File: src/rtl/cfg_hdr_pkg.sv
`timescale 1ns/1ps
package cfg_hdr_pkg;
    localparam int SIG_BYTES = 13;
    localparam int SIG_IDX_W = 4;
    localparam int NUM_INFO  = 4;
    localparam int ILEN_W    = 16;
    localparam logic [7:0] LEN_TAG = 8'h65;

    typedef enum logic [3:0] {
        ST_SIG, ST_TAG, ST_LEN_HI, ST_LEN_LO, ST_BODY,
        ST_LTAG, ST_PLEN, ST_PAY, ST_ERR
    } state_t;

    typedef enum logic [1:0] {
        ERR_NONE     = 2'd0,
        ERR_MAGIC    = 2'd1,
        ERR_INFO_LEN = 2'd2,
        ERR_LEN_TAG  = 2'd3
    } err_t;

    // Expected signature byte at a given position
    function automatic logic [7:0] sig_byte(input logic [SIG_IDX_W-1:0] idx);
        logic [7:0] b;
        case (idx)
            4'd0, 4'd10, 4'd11: b = 8'h00;
            4'd1:               b = 8'h09;
            4'd2, 4'd4, 4'd6, 4'd8: b = 8'h0F;
            4'd3, 4'd5, 4'd7, 4'd9: b = 8'hF0;
            4'd12:              b = 8'h01;
            default:            b = 8'h00;
        endcase
        return b;
    endfunction
endpackage

File: src/rtl/cfg_hdr_sig_match.sv
`timescale 1ns/1ps
module cfg_hdr_sig_match
    import cfg_hdr_pkg::*;
(
    input  logic [SIG_IDX_W-1:0] idx,
    input  logic [7:0]           data,
    output logic                 match
);
    always_comb begin
        match = (data == sig_byte(idx));
    end
endmodule

File: src/rtl/cfg_hdr_dncnt.sv
`timescale 1ns/1ps
module cfg_hdr_dncnt #(
    parameter int W = 16
) (
    input  logic         clk,
    input  logic         rst_n,
    input  logic         clr,
    input  logic         load,
    input  logic [W-1:0] load_val,
    input  logic         dec,
    output logic         is_one
);
    logic [W-1:0] count_q;

    always_ff @(posedge clk or negedge rst_n) begin
        if (!rst_n) begin
            count_q <= '0;
        end else if (clr) begin
            count_q <= '0;
        end else if (load) begin
            count_q <= load_val;
        end else if (dec) begin
            count_q <= count_q - W'(1);
        end
    end

    always_comb begin
        is_one = (count_q == W'(1));
    end

    // a byte is never counted out of an empty remainder
    p_no_underflow_r8: assert property (@(posedge clk) disable iff (!rst_n)
        (dec && !clr && !load) |-> (count_q != '0));
endmodule

File: src/rtl/cfg_hdr_parser.sv
`timescale 1ns/1ps
module cfg_hdr_parser
    import cfg_hdr_pkg::*;
#(
    parameter int PLEN_W   = 32,
    parameter int INFO_CAP = 256
) (
    input  logic              clk,
    input  logic              rst_n,
    input  logic              restart,
    input  logic              in_valid,
    output logic              in_ready,
    input  logic [7:0]        in_data,
    output logic              info_valid,
    output logic [1:0]        info_field,
    output logic              info_first,
    output logic              info_last,
    output logic [7:0]        info_data,
    output logic              pay_valid,
    input  logic              pay_ready,
    output logic [7:0]        pay_data,
    output logic [PLEN_W-1:0] pay_len,
    output logic              hdr_done,
    output logic              done,
    output logic [1:0]        err_code
);
    localparam int PLEN_BYTES = PLEN_W / 8;
    localparam int PB_W       = $clog2(PLEN_BYTES + 1);
    localparam logic [SIG_IDX_W-1:0] SIG_LAST   = SIG_IDX_W'(SIG_BYTES - 1);
    localparam logic [1:0]           FIELD_LAST = 2'(NUM_INFO - 1);
    localparam logic [ILEN_W-1:0]    CAP_V      = ILEN_W'(INFO_CAP);
    localparam logic [PB_W-1:0]      PB_LAST    = PB_W'(PLEN_BYTES - 1);

    state_t                 state_q, state_d;
    logic [SIG_IDX_W-1:0]   sig_idx_q;
    logic [1:0]             field_q;
    logic [7:0]             len_hi_q;
    logic [PB_W-1:0]        pb_cnt_q;
    logic                   first_q;
    err_t                   err_q;
    logic                   hdr_done_q;
    logic                   done_q;
    logic [PLEN_W-1:0]      plen_q;

    logic                   take;
    logic                   sig_ok;
    logic [ILEN_W-1:0]      info_len;
    logic [PLEN_W-1:0]      plen_shift;
    logic                   body_load, pay_load;
    logic                   body_one, pay_one;
    logic                   body_dec, pay_dec;

    assign take       = in_valid && in_ready;
    assign info_len   = {len_hi_q, in_data};
    assign plen_shift = {plen_q[PLEN_W-9:0], in_data};
    assign body_dec   = take && (state_q == ST_BODY);
    assign pay_dec    = take && (state_q == ST_PAY);

    cfg_hdr_sig_match u_sig (
        .idx   (sig_idx_q),
        .data  (in_data),
        .match (sig_ok)
    );

    cfg_hdr_dncnt #(.W(ILEN_W)) u_body_cnt (
        .clk      (clk),
        .rst_n    (rst_n),
        .clr      (restart),
        .load     (body_load),
        .load_val (info_len),
        .dec      (body_dec),
        .is_one   (body_one)
    );

    cfg_hdr_dncnt #(.W(PLEN_W)) u_pay_cnt (
        .clk      (clk),
        .rst_n    (rst_n),
        .clr      (restart),
        .load     (pay_load),
        .load_val (plen_shift),
        .dec      (pay_dec),
        .is_one   (pay_one)
    );

    // State register
    always_ff @(posedge clk or negedge rst_n) begin
        if (!rst_n) begin
            state_q <= ST_SIG;
        end else if (restart) begin
            state_q <= ST_SIG;
        end else begin
            state_q <= state_d;
        end
    end

    // Next state and counter loads
    always_comb begin
        state_d   = state_q;
        body_load = 1'b0;
        pay_load  = 1'b0;
        unique case (state_q)
            ST_SIG: begin
                if (take) begin
                    if (!sig_ok) begin
                        state_d = ST_ERR;
                    end else if (sig_idx_q == SIG_LAST) begin
                        state_d = ST_TAG;
                    end
                end
            end
            ST_TAG: begin
                if (take) state_d = ST_LEN_HI;
            end
            ST_LEN_HI: begin
                if (take) state_d = ST_LEN_LO;
            end
            ST_LEN_LO: begin
                if (take) begin
                    if (info_len >= CAP_V) begin
                        state_d = ST_ERR;
                    end else if (info_len == '0) begin
                        state_d = (field_q == FIELD_LAST) ? ST_LTAG : ST_TAG;
                    end else begin
                        body_load = 1'b1;
                        state_d   = ST_BODY;
                    end
                end
            end
            ST_BODY: begin
                if (take && body_one) begin
                    state_d = (field_q == FIELD_LAST) ? ST_LTAG : ST_TAG;
                end
            end
            ST_LTAG: begin
                if (take) state_d = (in_data == LEN_TAG) ? ST_PLEN : ST_ERR;
            end
            ST_PLEN: begin
                if (take && (pb_cnt_q == PB_LAST)) begin
                    if (plen_shift == '0) begin
                        state_d = ST_SIG;
                    end else begin
                        pay_load = 1'b1;
                        state_d  = ST_PAY;
                    end
                end
            end
            ST_PAY: begin
                if (take && pay_one) state_d = ST_SIG;
            end
            ST_ERR: begin
                state_d = ST_ERR;
            end
            default: begin
                state_d = ST_ERR;
            end
        endcase
    end

    // Header bookkeeping registers
    always_ff @(posedge clk or negedge rst_n) begin
        if (!rst_n) begin
            sig_idx_q  <= '0;
            field_q    <= '0;
            len_hi_q   <= '0;
            pb_cnt_q   <= '0;
            first_q    <= 1'b0;
            err_q      <= ERR_NONE;
            hdr_done_q <= 1'b0;
            done_q     <= 1'b0;
            plen_q     <= '0;
        end else if (restart) begin
            sig_idx_q  <= '0;
            field_q    <= '0;
            len_hi_q   <= '0;
            pb_cnt_q   <= '0;
            first_q    <= 1'b0;
            err_q      <= ERR_NONE;
            hdr_done_q <= 1'b0;
            done_q     <= 1'b0;
            plen_q     <= '0;
        end else begin
            done_q <= 1'b0;
            if (take) begin
                case (state_q)
                    ST_SIG: begin
                        if (sig_idx_q == '0) begin
                            hdr_done_q <= 1'b0;
                            field_q    <= '0;
                        end
                        if (!sig_ok) begin
                            err_q     <= ERR_MAGIC;
                            sig_idx_q <= '0;
                        end else if (sig_idx_q == SIG_LAST) begin
                            sig_idx_q <= '0;
                        end else begin
                            sig_idx_q <= sig_idx_q + SIG_IDX_W'(1);
                        end
                    end
                    ST_LEN_HI: begin
                        len_hi_q <= in_data;
                    end
                    ST_LEN_LO: begin
                        first_q <= 1'b1;
                        if (info_len >= CAP_V) begin
                            err_q <= ERR_INFO_LEN;
                        end else if (info_len == '0) begin
                            field_q <= field_q + 2'd1;
                        end
                    end
                    ST_BODY: begin
                        first_q <= 1'b0;
                        if (body_one) field_q <= field_q + 2'd1;
                    end
                    ST_LTAG: begin
                        pb_cnt_q <= '0;
                        if (in_data != LEN_TAG) err_q <= ERR_LEN_TAG;
                    end
                    ST_PLEN: begin
                        plen_q   <= plen_shift;
                        pb_cnt_q <= pb_cnt_q + PB_W'(1);
                        if (pb_cnt_q == PB_LAST) begin
                            hdr_done_q <= 1'b1;
                            if (plen_shift == '0) done_q <= 1'b1;
                        end
                    end
                    ST_PAY: begin
                        if (pay_one) done_q <= 1'b1;
                    end
                    default: begin
                    end
                endcase
            end
        end
    end

    // Outputs
    always_comb begin
        unique case (state_q)
            ST_PAY:  in_ready = pay_ready;
            default: in_ready = 1'b1;
        endcase
        info_valid = (state_q == ST_BODY) && in_valid;
        info_data  = in_data;
        info_field = field_q;
        info_first = info_valid && first_q;
        info_last  = info_valid && body_one;
        pay_valid  = (state_q == ST_PAY) && in_valid;
        pay_data   = in_data;
        pay_len    = plen_q;
        hdr_done   = hdr_done_q;
        done       = done_q;
        err_code   = err_q;
    end

    // error code held until restart
    p_err_sticky_r10: assert property (@(posedge clk) disable iff (!rst_n)
        (err_code != 2'd0 && !restart) |=> (err_code == $past(err_code)));
    // erroneous stream is absorbed silently
    p_err_silent_r10: assert property (@(posedge clk) disable iff (!rst_n)
        (err_code != 2'd0) |-> (in_ready && !info_valid && !pay_valid));
    // a stalled payload byte is not consumed
    p_stall_r9: assert property (@(posedge clk) disable iff (!rst_n)
        (pay_valid && !pay_ready) |-> !in_ready);
    // payload flows only after the length is known, and the length holds
    p_pay_after_hdr_r7: assert property (@(posedge clk) disable iff (!rst_n)
        pay_valid |-> hdr_done);
    p_len_stable_r7: assert property (@(posedge clk) disable iff (!rst_n)
        (pay_valid && $past(pay_valid)) |-> $stable(pay_len));
    // completion is a single-cycle pulse
    p_done_pulse_r8: assert property (@(posedge clk) disable iff (!rst_n)
        done |=> !done);
    // section markers only accompany a content byte
    p_marks_r4: assert property (@(posedge clk) disable iff (!rst_n)
        (info_first || info_last) |-> info_valid);
endmodule

File: config.mk
export PLATFORM = sky130hd
export DESIGN_NAME = cfg_hdr_parser
export DESIGN_NICKNAME = d
export VERILOG_FILES = /design/src/rtl/cfg_hdr_pkg.sv /design/src/rtl/cfg_hdr_sig_match.sv /design/src/rtl/cfg_hdr_dncnt.sv /design/src/rtl/cfg_hdr_parser.sv
export SDC_FILE = /design/constraint.sdc
export NUM_CORES = 1
export LEC_CHECK = 0
export ABC_AREA = 1
export BUFFER_PORTS_ARGS = -buffer_cell sky130_fd_sc_hd__buf_2
export CAP_MARGIN = 10
export CORE_ASPECT_RATIO = 1.5
export CORE_MARGIN = 2
export CORE_UTILIZATION = 60
export DETAILED_ROUTE_END_ITERATION = 16
export PLACE_DENSITY = 0.81
export SETUP_SLACK_MARGIN = 0.3
export SLEW_MARGIN = 40
export SYNTH_ARGS = -nofsm -noshare
export SYNTH_HDL_FRONTEND = slang
export SYNTH_SLANG_ARGS = --single-unit
File: constraint.sdc
create_clock -name clk -period 2.5 [get_ports clk]
set_input_delay 0.5 -clock clk [delete_from_list [all_inputs] [get_ports clk]]
set_output_delay 0.5 -clock clk [all_outputs]
set_load 0.02 [all_outputs]
==> impl_summary.md, run 1 <==
Clocking
After clock tree synthesis, the clock-pin slew on the worst setup and hold paths is 70 ps. Clock tree synthesis inserted a total of 9 buffers. For this design, the CTS-stage hold fixing added 0 buffers. The H-tree was split into 3 levels. The clock latency reported for the late side of the worst-skew pair is 350 ps. Counting along the longest clock path gives a buffer depth of 2.

Clock tree synthesis found a total of 106 sinks. TritonCTS built the clock tree. The buffer type at the clock tree root is clkbuf_16.

Drt
The number of antenna-violating nets in the routed design is 0. The first detailed-routing pass took 8 iterations. In the final routed layout, each cell accounts on average for 17.0 um.

The detailed router finished its first iteration with 624 violations. In the routed design, unresolved DRC markers number 0. The routed via count is 6655. Using the TritonRoute via totals, the vias-per-cell ratio works out to 5.82.

The detailed-route wire length is 19500 um.

Cells and area
The final non-filler cell total is 1143. Compared with the post-synthesis result, the final layout area differs by 13.1%. The repair_antennas step left the layout with diodes totalling 0. In the final layout, the share of cells above drive strength 1 is 0.174. The net count of the finished layout is 1015.

Yosys
The synthesized netlist occupies a cell area of 0.00668 mm^2. After technology mapping, the gate count stands at 920. For this run, the leading register cell type out of synthesis is dfrtp_1. The distinct cell type count of the synthesized netlist is 40. The number of storage elements in the synthesis netlist is 106. The share of the Yosys chip area taken by registers is 0.397. For this run, the number of Yosys warnings is 0. The post-synthesis async set-or-reset flop share is 1.00.

A synthesized cell averages 7.26 um^2. The number of enable-type register cells in the synthesized netlist is 0. The number of nets in the synthesized netlist is 944.

STA
The minimum period implied by the final worst setup slack is 2130 ps. The maximum operating frequency is 0.469 GHz. The relative slew slack is 0.547. The part of the cycle the worst path needs is 0.853. For the final database, setup skew stands at 6.55 ps. Setup violations remaining at the end of the flow were counted as 0. Adding up every negative setup slack in the final design gives 0 ps. Setup repair after global routing could not meet its margin everywhere. At the pin with the least slew margin, the transition time is 679 ps. The final hold violation count came to 0. The count of final max-slew check failures is 0.

Worst setup path
The startpoint of the most critical register-to-register path is state_q[3]$_DFFE_PN0P_. The worst setup path is launched from a flop. The critical path data arrival time is 2410 ps. The worst setup path is captured at a flop. The depth of the worst register-to-register path is 9.

The critical path is of the reg2reg type. The reg-to-reg critical path endpoint is u_pay_cnt.count_q[18]$_DFFE_PN0P_. STA puts the critical path data required time at 2780 ps. The maximum fanout along the worst path is 11.

The setup slack of the worst register-to-register path is 370 ps.

Run
Across the run, the number of max-cap violations was 0.

Power and ir drop
The power spent charging and discharging nets is 1480 uW. The switching fraction of total power is 0.334. In this run the power density over the cells is 585 mW/mm^2. The leakage power summed over all cells is 0.00388 uW.

The maximum vdd ir drop is 336 uV. The share of total power dissipated in the clock network is 0.324. The design draws 4420 uW. The combinational cell fraction of total power is 0.260.

Internal power comes to 2940 uW. The share of total power dissipated in sequential elements is 0.417.

Die
72 I/O pins were placed. The initial utilization of the core area, before any placement, comes to 0.611. The floorplan row count is 47. After floorplanning, the core was sized to cover 0.0109 mm^2. The area enclosed by the die boundary is 0.0120 mm^2. The die boundary height is 133 um. The width of the die is 90.2 um.

GRT
The overall routing resource usage is 0.324. After global routing the overflow that remains totals 0. The via count of the first global-routing pass is 6380. The first-pass GRT wire length is 31100 um. Entering global routing, the biggest net connects 47 pins. The initial antenna violation count is 0.

Place
Detailed placement ended at an HPWL of 14300 um. The instance count after placement with tap cells included is 1124. The final RePlAce weighted congestion is 0.948. The count of buffers added on input and output ports is 71.

Hold path
The worst hold path belongs to the class in2async.

Status
The run finished with clean final reports.
==> cell usage after synthesis, types with 2 or more instances <==
cell type / count / share of area
a21oi_2: 3 / 0.0039
nand2_4: 3 / 0.0051
inv_2: 7 / 0.0039
nand3_1: 76 / 0.057
buf_6: 7 / 0.012
inv_1: 119 / 0.067
nand2_2: 5 / 0.0047
buf_4: 19 / 0.021
nor2_2: 10 / 0.0094
dfrtp_1: 106 / 0.40
nor3_1: 11 / 0.0082
o21ai_0: 69 / 0.052
o22ai_1: 34 / 0.032
nand4_1: 16 / 0.015
o21ai_1: 40 / 0.030
xor2_1: 25 / 0.033
o31ai_1: 3 / 0.0034
or2_2: 3 / 0.0028
nand3_2: 2 / 0.0030
nor2_1: 105 / 0.059
a31oi_1: 2 / 0.0019
nor2_4: 4 / 0.0067
clkbuf_1: 6 / 0.0034
o211ai_1: 5 / 0.0056
buf_2: 7 / 0.0052
nand2_1: 194 / 0.11
xnor2_1: 4 / 0.0052
a21oi_1: 13 / 0.0097
ha_1: 11 / 0.021
==> cell type report <==
| class | instances | area [um^2] |
|---|---|---|
| repair buffers | 99 | 591 |
| multi-input cells | 648 | 3360 |
| fillers | 965 | 3390 |
| clock inverters | 5 | 55.1 |
| well taps | 147 | 184 |
| inverters | 127 | 479 |
| clock buffers | 11 | 233 |
| flip-flops and latches | 106 | 2660 |
==> registers in the layout, summed over array words and instances, names as in the netlist <==
register / flops
sig_idx_q: 4
first_q: 1
pay_len: 32
state_q: 4
hdr_done: 1
done: 1
err_code: 2
u_body_cnt.count_q: 16
info_field: 2
len_hi_q: 8
pb_cnt_q: 3
u_pay_cnt.count_q: 32
==> logic make-up after synthesis <==
group,synth area share
buffers and inverters,0.114
DFF,0.397
and+or+nand+nor,0.289
adders and majority gates,0.0206
AOI/OAI and AO/OA,0.142
xor gates and xnor gates,0.0380
==> critical path, cell delays in order (launching register included) <==
cell and delay, ps:
dfrtp_1 410, nor2_2 170, inv_2 70, nor2_4 140, inv_1 100, nor2_2 100, nand2_1 230, a21oi_2 630
nand2_1 120, o21ai_1 100
==> per-stage QoR <==
stage                     hold slack [ps]  worst slack (ps)   util  area [um^2]
after floorplan                       204               505      -         6680
after global placement                460              22.5  0.653         7150
after detailed placement              467              61.1  0.654         7150
after CTS                             116               302  0.683         7470
after global routing                  137               268  0.690         7550
final                                99.1               366  0.690         7550
==> layer usage <==
metal / wire (um) / up-vias / GRT usage
met5: 0 / - / 0
met4: 992 / 0 / 0.191
met3: 1310 / 77 / 0.0537
met2: 9900 / 313 / 0.561
met1: 7250 / 3127 / 0.377
li1: - / 3138 / -
==> how the worst max path moves through the flow <==
stage,start,end,slack [ps],depth (start not counted)
2_1_floorplan,state_q[1]$_DFFE_PN0P_,info_last,510,5
3_3_place_gp,in_data[4],u_pay_cnt.count_q[31]$_DFFE_PN0P_,20,11
3_5_place_dp,in_data[7],u_pay_cnt.count_q[6]$_DFFE_PN0P_,60,12
4_1_cts,state_q[1]$_DFFE_PN0P_,info_last,300,6
5_1_grt,sig_idx_q[1]$_DFFE_PN0P_,state_q[0]$_DFFE_PN0P_,270,14
6_report,state_q[3]$_DFFE_PN0P_,u_pay_cnt.count_q[18]$_DFFE_PN0P_,370,9
==> repair_timing <==
item	CTS	global route
endpoints found under the hold margin	0	0
cloned	0	1
gates resized for setup	4	23
setup buffers	1	1
pin swaps	1	2
endpoints found under the setup margin	31	54
==> cell usage in the layout (no fill, tap or decap), types with 6 or more instances in the layout <==
cell and n:
nand3_1 76, nand4_1 16, xor2_1 25, o22ai_1 34, o21ai_0 69, buf_2 69, a21oi_1 13, ha_1 11
nand2_1 193, clkbuf_16 9, inv_2 11, dfrtp_1 104, inv_1 115, nor2_2 17, o21ai_1 39, nor3_1 10
buf_4 27, nor2_1 97, nand2_2 6
==> power by group through the flow <==
stage	Sequential, uW	Clock (uW)	Combinational, uW
5_1_grt	1850	1510	1280
3_3_place_gp	1870	0	1080
4_1_cts	1840	1430	1120
3_5_place_dp	1870	0	1100
6_report	1840	1430	1150
2_1_floorplan	1860	0	819
No activity file was read; power rests on OpenSTA's default activity.
==> run 2, diff against run 1 <==
--- a/config.mk
+++ b/config.mk
@@ -10,9 +10,9 @@
 export CAP_MARGIN = 10
 export CORE_ASPECT_RATIO = 1.5
 export CORE_MARGIN = 2
-export CORE_UTILIZATION = 60
+export CORE_UTILIZATION = 49
 export DETAILED_ROUTE_END_ITERATION = 16
-export PLACE_DENSITY = 0.81
+export PLACE_DENSITY = 0.68
 export SETUP_SLACK_MARGIN = 0.3
 export SLEW_MARGIN = 40
 export SYNTH_ARGS = -nofsm -noshare
==> impl_summary.md, run 2 (synthesis results as in run 1) <==
Status
The run finished with clean final reports.

STA
The part of the cycle the worst path needs came to 0.871 (+0.0173). The maximum operating frequency is 0.459 GHz (-2.0%). The count of final max-slew check failures was 0 (unchanged). The maximum clock skew at final layout is 7.69 ps (+1.13 ps).

The final setup violation count is 0 (unchanged). The relative slew slack was 0.636 (+0.0890). The minimum period implied by the final worst setup slack is 2180 ps (+43.4 ps). The transition time at the pin with the least slew margin is 541 ps (-138 ps). The final hold violation count is 0 (unchanged). Setup repair after global routing could not meet its margin everywhere.

Power and ir drop
The maximum vdd ir drop is 349 uV (+3.7%). The total power of the final layout is 4430 uW (+0.28%). The power per standard cell area is 573 mW/mm^2 (-2.1%). The leakage power summed over all cells is 0.00395 uW (+1.9%).

Die
The count of boundary I/O pins was 72 (unchanged). The initial cell density of the core was 0.498 (-0.112). The die boundary height is 147 um (+10%).

The core region area is 0.0134 mm^2 (+23%). The area enclosed by the die boundary came to 0.0146 mm^2 (+22%). The width of the die is 99.3 um (+10%). The floorplan row count was 52 (+11%).

Clocking
The number of clock sinks seen by CTS is 106 (unchanged). TritonCTS built the clock tree. The H-tree depth is 3 (unchanged). The total of hold buffers inserted after clock tree synthesis came to 0 (unchanged). The buffer type at the clock tree root is clkbuf_16. The total clock buffers created by CTS came to 9 (unchanged).

The clock tree buffer depth is 2 (unchanged). The clock latency reported for the late side of the worst-skew pair is 350 ps (about the same). The CTS clock-pin slew for the worst setup and hold paths is 70 ps (about the same).

Cells and area
The library cell used most frequently in the layout, excluding fill and tap cells, is nand2_1. The layout overhead on the synthesized area is 15.8%. The top cell types in the final layout, fill and taps aside, are nand2_1, inv_1, dfrtp_1. The number of nets in the finished design is 1022 (+0.69%).

The final standard cell area without fillers is 0.00774 mm^2 (+2.5%). The antenna diode count was 0 (unchanged). The filler cell count is 1325 (+37%).

The share of cells above drive strength 1 is 0.179 (+0.00577).

GRT
The via count of the first global-routing pass was 6190 (-3.0%). The first-pass GRT wire length is 31400 um (+1.1%). The global-route congestion overflow total is 0 (unchanged). The overall routing resource usage was 0.272 (-0.0520).

The pin count of the biggest net entering global routing is 58 (+23%). The initial antenna violation count is 0 (unchanged).

Drt
The average wire per standard cell is 17.2 um (+1.0%). The first-pass iteration count of the detailed router is 5 (-3). The detailed-route wire length is 20000 um (+2.9%).

The count of routing violations after the opening detailed-route iteration is 406 (-35%). The routed via count was 6542 (-1.7%). The number of design rule violations left after detail routing is 0 (unchanged).

The via-per-instance ratio is 5.62 (-3.6%). The number of antenna-violating nets in the routed design came to 0 (unchanged).

Worst setup path
The kind of capture point of the worst setup path is an output port. The data required time at the worst endpoint was 2000 ps (-780 ps). The critical path data arrival time is 1680 ps (-730 ps). The critical path is of the reg2out type. The maximum fanout along the worst path is 6 (-5). The kind of launch point of the worst setup path is a flop.

Place
The instance area at placement is 0.00722 mm^2 (+0.93%). The half-perimeter wire length of the detailed placement result came to 14700 um (+2.4%). The count of input and output buffers is 71 (unchanged).

The final RePlAce weighted congestion is 0.995 (+4.9%).

Run
The max-cap check violation count came to 0 (unchanged).

Hold path
The type of the tightest min-delay check is in2async.
==> run 2: cell count changes in the layout (fill, tap and decap cells not counted), sizes merged <==
cell	change
clkinv	+1
inv	-1
clkbuf	+1
clkinvlp	+1
buf	+5
==> run 2: final timing paths <==
| kind | from | end | slack (ps) | cells past startpoint |
|---|---|---|---|---|
| max | state_q[1]$_DFFE_PN0P_ | info_last | 320 | 6 |
| min | rst_n | u_pay_cnt.count_q[13]$_DFFE_PN0P_ | 80 | 1 |
| max reg2reg | state_q[2]$_DFFE_PN0P_ | u_pay_cnt.count_q[6]$_DFFE_PN0P_ | 370 | 12 |
| min reg2reg | pb_cnt_q[1]$_DFFE_PN0P_ | pb_cnt_q[1]$_DFFE_PN0P_ | 480 | 2 |
| max in group asynchronous | rst_n | u_pay_cnt.count_q[24]$_DFFE_PN0P_ | 1700 | 2 |
| min in group clk | pb_cnt_q[1]$_DFFE_PN0P_ | pb_cnt_q[1]$_DFFE_PN0P_ | 480 | 2 |
==> run 2: layout make-up <==
cell class	instances	area, um^2	share of cell area
clock buffers	10	239	0.0309
clock inverters	6	66.3	0.00857
inverters	127	482	0.0623
multi-input cells	648	3370	0.436
flip-flops and latches	106	2650	0.343
well taps	162	203	0.0262
repair buffers	106	721	0.0931
==> run 2: routing by layer <==
metal  vias to the layer above  GRT usage  wire, um  share of wire
met5                         -          0         0              0
met4                         0      0.107       748          0.037
met1                      3114      0.333      7720           0.39
li1                       3146          -         -              -
met2                       225      0.480     10500           0.52
met3                        57     0.0347      1060          0.053
==> run 2: repair_timing <==
item	CTS	global route
resized for setup	5	21
endpoints found under the setup margin	20	57
endpoints found under the hold margin	0	0
gates cloned	0	3
pin swaps	0	9
setup buffers	0	4
==> run 2: through the flow <==
stage | setup TNS [ps] | setup WS [ps] | cells | util | hold slack [ps]
floorplan | 0 | 505 | 920 | - | 204
global placement | 0 | 16.6 | 1142 | 0.538 | 461
detailed placement | -2.85 | -2.85 | 1142 | 0.539 | 467
CTS | 0 | 314 | 1158 | 0.563 | 96.9
global route | 0 | 188 | 1165 | 0.577 | 109
finish | 0 | 323 | 1165 | 0.577 | 84.4
==> run 2: worst max-delay path, cell delays in order, from the launching register on <==
cell and delay [ps]:
dfrtp_1 460, nor2_1 160, nand2_1 140, nor2_2 150, inv_1 120, nor2_1 120
buf_2 170
==> run 2: power by group <==
part | switching [uW] | total [uW] | internal, uW
logic | 737 | 1120 | 388
clock network | 664 | 1470 | 805
registers | 57.8 | 1840 | 1780
==> run 3, diff against run 2 <==
--- a/config.mk
+++ b/config.mk
@@ -5,14 +5,13 @@
 export SDC_FILE = /design/constraint.sdc
 export NUM_CORES = 1
 export LEC_CHECK = 0
-export ABC_AREA = 1
 export BUFFER_PORTS_ARGS = -buffer_cell sky130_fd_sc_hd__buf_2
 export CAP_MARGIN = 10
 export CORE_ASPECT_RATIO = 1.5
 export CORE_MARGIN = 2
 export CORE_UTILIZATION = 49
 export DETAILED_ROUTE_END_ITERATION = 16
-export PLACE_DENSITY = 0.68
+export PLACE_DENSITY = 0.69
 export SETUP_SLACK_MARGIN = 0.3
 export SLEW_MARGIN = 40
 export SYNTH_ARGS = -nofsm -noshare
==> impl_summary.md, run 3 <==
Drt
The first-pass iteration count of the detailed router is 5 (unchanged). The routed via count is 5694 (-13%). The detailed-route wire length is 18300 um (-8.6%). The number of design rule violations left after detail routing came to 0 (unchanged). The count of routing violations after the opening detailed-route iteration is 285 (-30%).

The average wire per standard cell is 19.1 um (+11%). The number of antenna-violating nets in the routed design is 0 (unchanged). The via-per-instance ratio is 5.93 (+5.6%).

Status
The flow ran to the end, but the final reports show violations. The checks that failed: setup timing.

Cells and area
Leaving out fill and tap cells, the most frequent cells in the layout are nand2_1, dfrtp_1, buf_4. The number of nets in the finished design is 826 (-19%). The library cell used most frequently in the layout, excluding fill and tap cells, is nand2_1. The antenna diode count is 0 (unchanged). The layout overhead on the synthesized area is 29.1%. The share of cells above drive strength 1 came to 0.327 (+0.148).

Yosys
The synthesized netlist net count was 704 (-25%). The post-synthesis async set-or-reset flop share came to 1.00 (unchanged). The number of storage elements in the synthesis netlist was 106 (unchanged). The flip-flop cell with the highest count after synthesis is dfrtp_1. The number of enable-type register cells in the synthesized netlist was 0 (unchanged). The instance count of the mapped netlist came to 680 (-26%). The distinct cell type count of the synthesized netlist is 70 (+75%). The synthesis warning total was 0 (unchanged). The area share of the largest cell type after synthesis is 0.437 (+0.0399). The cell with the most instances after synthesis is nand2_1. The biggest area consumer among synthesized cells is dfrtp_1.

The average cell area after synthesis was 8.93 um^2 (+23%). The total standard cell area after synthesis is 0.00607 mm^2 (-9.1%). In the post-synthesis netlist, the biggest area contributors are dfrtp_1, nand2_1, nor2_1. Counting instances in the post-synthesis netlist gives the leading cell types as nand2_1, dfrtp_1, nor2_1, a21oi_1, a211oi_1. The share of synthesized area occupied by flip-flops and latches came to 0.437 (+0.0399).

Clocking
The CTS clock-pin slew for the worst setup and hold paths was 80 ps (about the same). The number of clock sinks seen by CTS is 106 (unchanged). The H-tree depth is 3 (unchanged). The total clock buffers created by CTS was 9 (unchanged). The root buffer cell chosen for the clock tree is clkbuf_16. The total of hold buffers inserted after clock tree synthesis came to 0 (unchanged). TritonCTS built the clock tree. The clock latency reported for the late side of the worst-skew pair is 350 ps (about the same).

The clock tree buffer depth is 2 (unchanged).

Power and ir drop
The leakage power summed over all cells is 0.00354 uW (-11%). The combinational cell fraction of total power is 0.141 (-0.113). The total power of the final layout came to 3670 uW (-17%).

The portion of total power attributed to the clock network is 0.381 (+0.050). The total internal power came to 2650 uW (-11%). The proportion of power drawn by flip-flops and latches came to 0.479 (+0.064). The maximum vdd ir drop is 349 uV (about the same). The power spent charging and discharging nets is 1010 uW (-31%). The power per standard cell area is 468 mW/mm^2 (-18%). The switching fraction of total power was 0.276 (-0.0526).

Worst setup path
The data required time at the worst endpoint is 2710 ps (+710 ps). The critical path data arrival time is 2720 ps (+1040 ps). The worst register-to-register path begins at u_pay_cnt.count_q[10]$_DFFE_PN0P_. The depth of the worst register-to-register path is 8 (-4).

In this run the critical register-to-register path is captured at u_pay_cnt.count_q[25]$_DFFE_PN0P_. The worst setup path is captured at a flop. The most frequent cell on the critical path is buf_4. The worst setup path is launched from a flop. The endpoint of the worst setup timing path is u_pay_cnt.count_q[25]$_DFFE_PN0P_. The startpoint-to-endpoint class of the critical path is reg2reg. The setup slack of the worst register-to-register path is -10 ps (-380 ps). The critical path goes through or4_4, or3_4, buf_4, nor4_4, buf_4, nand2_1, a21oi_2, nor3_1. The largest individual stage delay along the critical path comes from the cell or4_4. The maximum cell stage delay along the critical path is 550 ps (+90 ps).

The maximum fanout along the worst path is 7 (+1). The critical path launch point is u_pay_cnt.count_q[10]$_DFFE_PN0P_.

STA
The relative slew slack is 0.552 (-0.0840). The part of the cycle the worst path needs was 1.01 (+0.135). Setup repair after global routing could not meet its margin everywhere.

The post-layout worst setup margin is -13.7 ps (-337 ps). The transition time at the pin with the least slew margin is 668 ps (+127 ps). The maximum clock skew at final layout was 9.31 ps (+1.63 ps). The final hold violation count is 0 (unchanged).

The minimum period implied by the final worst setup slack was 2510 ps (+337 ps). The maximum operating frequency came to 0.398 GHz (-13%). The summed negative setup slack over all endpoints is -26.3 ps (-26.3 ps). The final setup violation count was 2 (+2). The count of final max-slew check failures is 0 (unchanged).

The final-layout worst hold slack is 132 ps (+47.2 ps).

GRT
The overall routing resource usage came to 0.276 (+0.00487). The global-route congestion overflow total is 0 (unchanged). The via count of the first global-routing pass was 5725 (-7.5%). The met3 layer usage reported by global route is 0.0425 (+0.00777). The global routing met1 resource utilization is 0.326 (-0.00737). The layer carrying the most global-route usage is met2. The initial antenna violation count is 0 (unchanged).

The first-pass GRT wire length was 28700 um (-8.6%). The pin count of the biggest net entering global routing is 60 (+3.4%). The routing usage on met2 is 0.492 (+0.0122).

Place
The worst setup slack after placement was -132 ps (-129 ps). The count of input and output buffers came to 71 (unchanged). The half-perimeter wire length of the detailed placement result is 12400 um (-15%). The final RePlAce weighted congestion is 0.850 (-15%).

Die
The core region area is 0.0120 mm^2 (-10%). The floorplan row count is 49 (-5.8%). The width of the die is 94.9 um (-4.5%). The count of boundary I/O pins came to 72 (unchanged). The area enclosed by the die boundary came to 0.0133 mm^2 (-8.8%). The die boundary height came to 140 um (-4.5%). The initial cell density of the core is 0.505 (+0.00679).

Run
The max-cap check violation count is 0 (unchanged).

Hold path
In this run the worst hold path is classified as in2async.
==> run 3: cell types whose count changed after synthesis, sizes merged, moves of 11 or more <==
cell and change:
buf -11, a21oi +31, o21ai -104, inv -116, xor2 -12, nor2 -41, clkbuf +23, a211oi +32
nand3 -69, o22ai -30, nand2 -91, xnor2 +20, nor4 +20, nor3 +18
==> run 3: per-layer routing <==
layer / vias to the layer above / part of all wire / routed length (um)
li1: 2660 / - / -
met1: 2795 / 0.39 / 7120
met3: 52 / 0.046 / 835
met2: 187 / 0.53 / 9640
met5: - / 0 / 0
met4: 0 / 0.039 / 714
==> run 3: final cells by class <==
type                    count  area, um^2
clock buffers              10         239
clock inverters             6        50.0
fillers                   955        4180
inverters                  10        37.5
multi-input cells         513        3540
flip-flops and latches    106        2660
well taps                 153         191
repair buffers            162        1120
==> run 3: timing repair <==
item	CTS	global route
setup buffers	14	13
pin swaps	33	28
setup endpoints to repair	38	50
gates cloned	1	0
gates resized for setup	43	49
==> run 3: worst max-delay path: cells and delay by family, from the launching register on <==
family,cells,cell delay (ps)
compound gates,1,120
buf+inv,2,380
flops,1,390
simple gates,5,1470
==> run 3: logic make-up after synthesis <==
logic type      after synthesis  share of synthesized area
flops                       106                      0.437
buf+inv                      62                     0.0515
fa+ha+maj                    11                     0.0227
simple gates                313                      0.259
xor+xnor                     37                     0.0534
compound gates              142                      0.161
mux                           9                     0.0157
==> run 3: how the worst min path moves through the flow <==
stage	to	slack (ps)
final	sig_idx_q[3]$_DFFE_PN0P_	130
after global routing	sig_idx_q[3]$_DFFE_PN0P_	170
after CTS	sig_idx_q[3]$_DFFE_PN0P_	150
after detailed placement	pb_cnt_q[2]$_DFFE_PN0P_	470
after global placement	pb_cnt_q[2]$_DFFE_PN0P_	460
after floorplan	done$_DFF_PN0_	200
==> run 3: power by group through the flow <==
stage | Combinational, uW | Clock [uW] | Sequential, uW
after detailed placement | 433 | 0 | 1790
final | 515 | 1400 | 1760
after global routing | 554 | 1470 | 1760
after CTS | 469 | 1410 | 1760
after global placement | 427 | 0 | 1790
after floorplan | 242 | 0 | 1790
==> run 3: stage by stage <==
stage / utilization / area, um^2 / std cells
2_1_floorplan: - / 6090 / 680
3_3_place_gp: 0.573 / 6880 / 916
3_5_place_dp: 0.573 / 6880 / 916
4_1_cts: 0.625 / 7510 / 947
5_1_grt: 0.652 / 7840 / 960
6_report: 0.652 / 7840 / 960
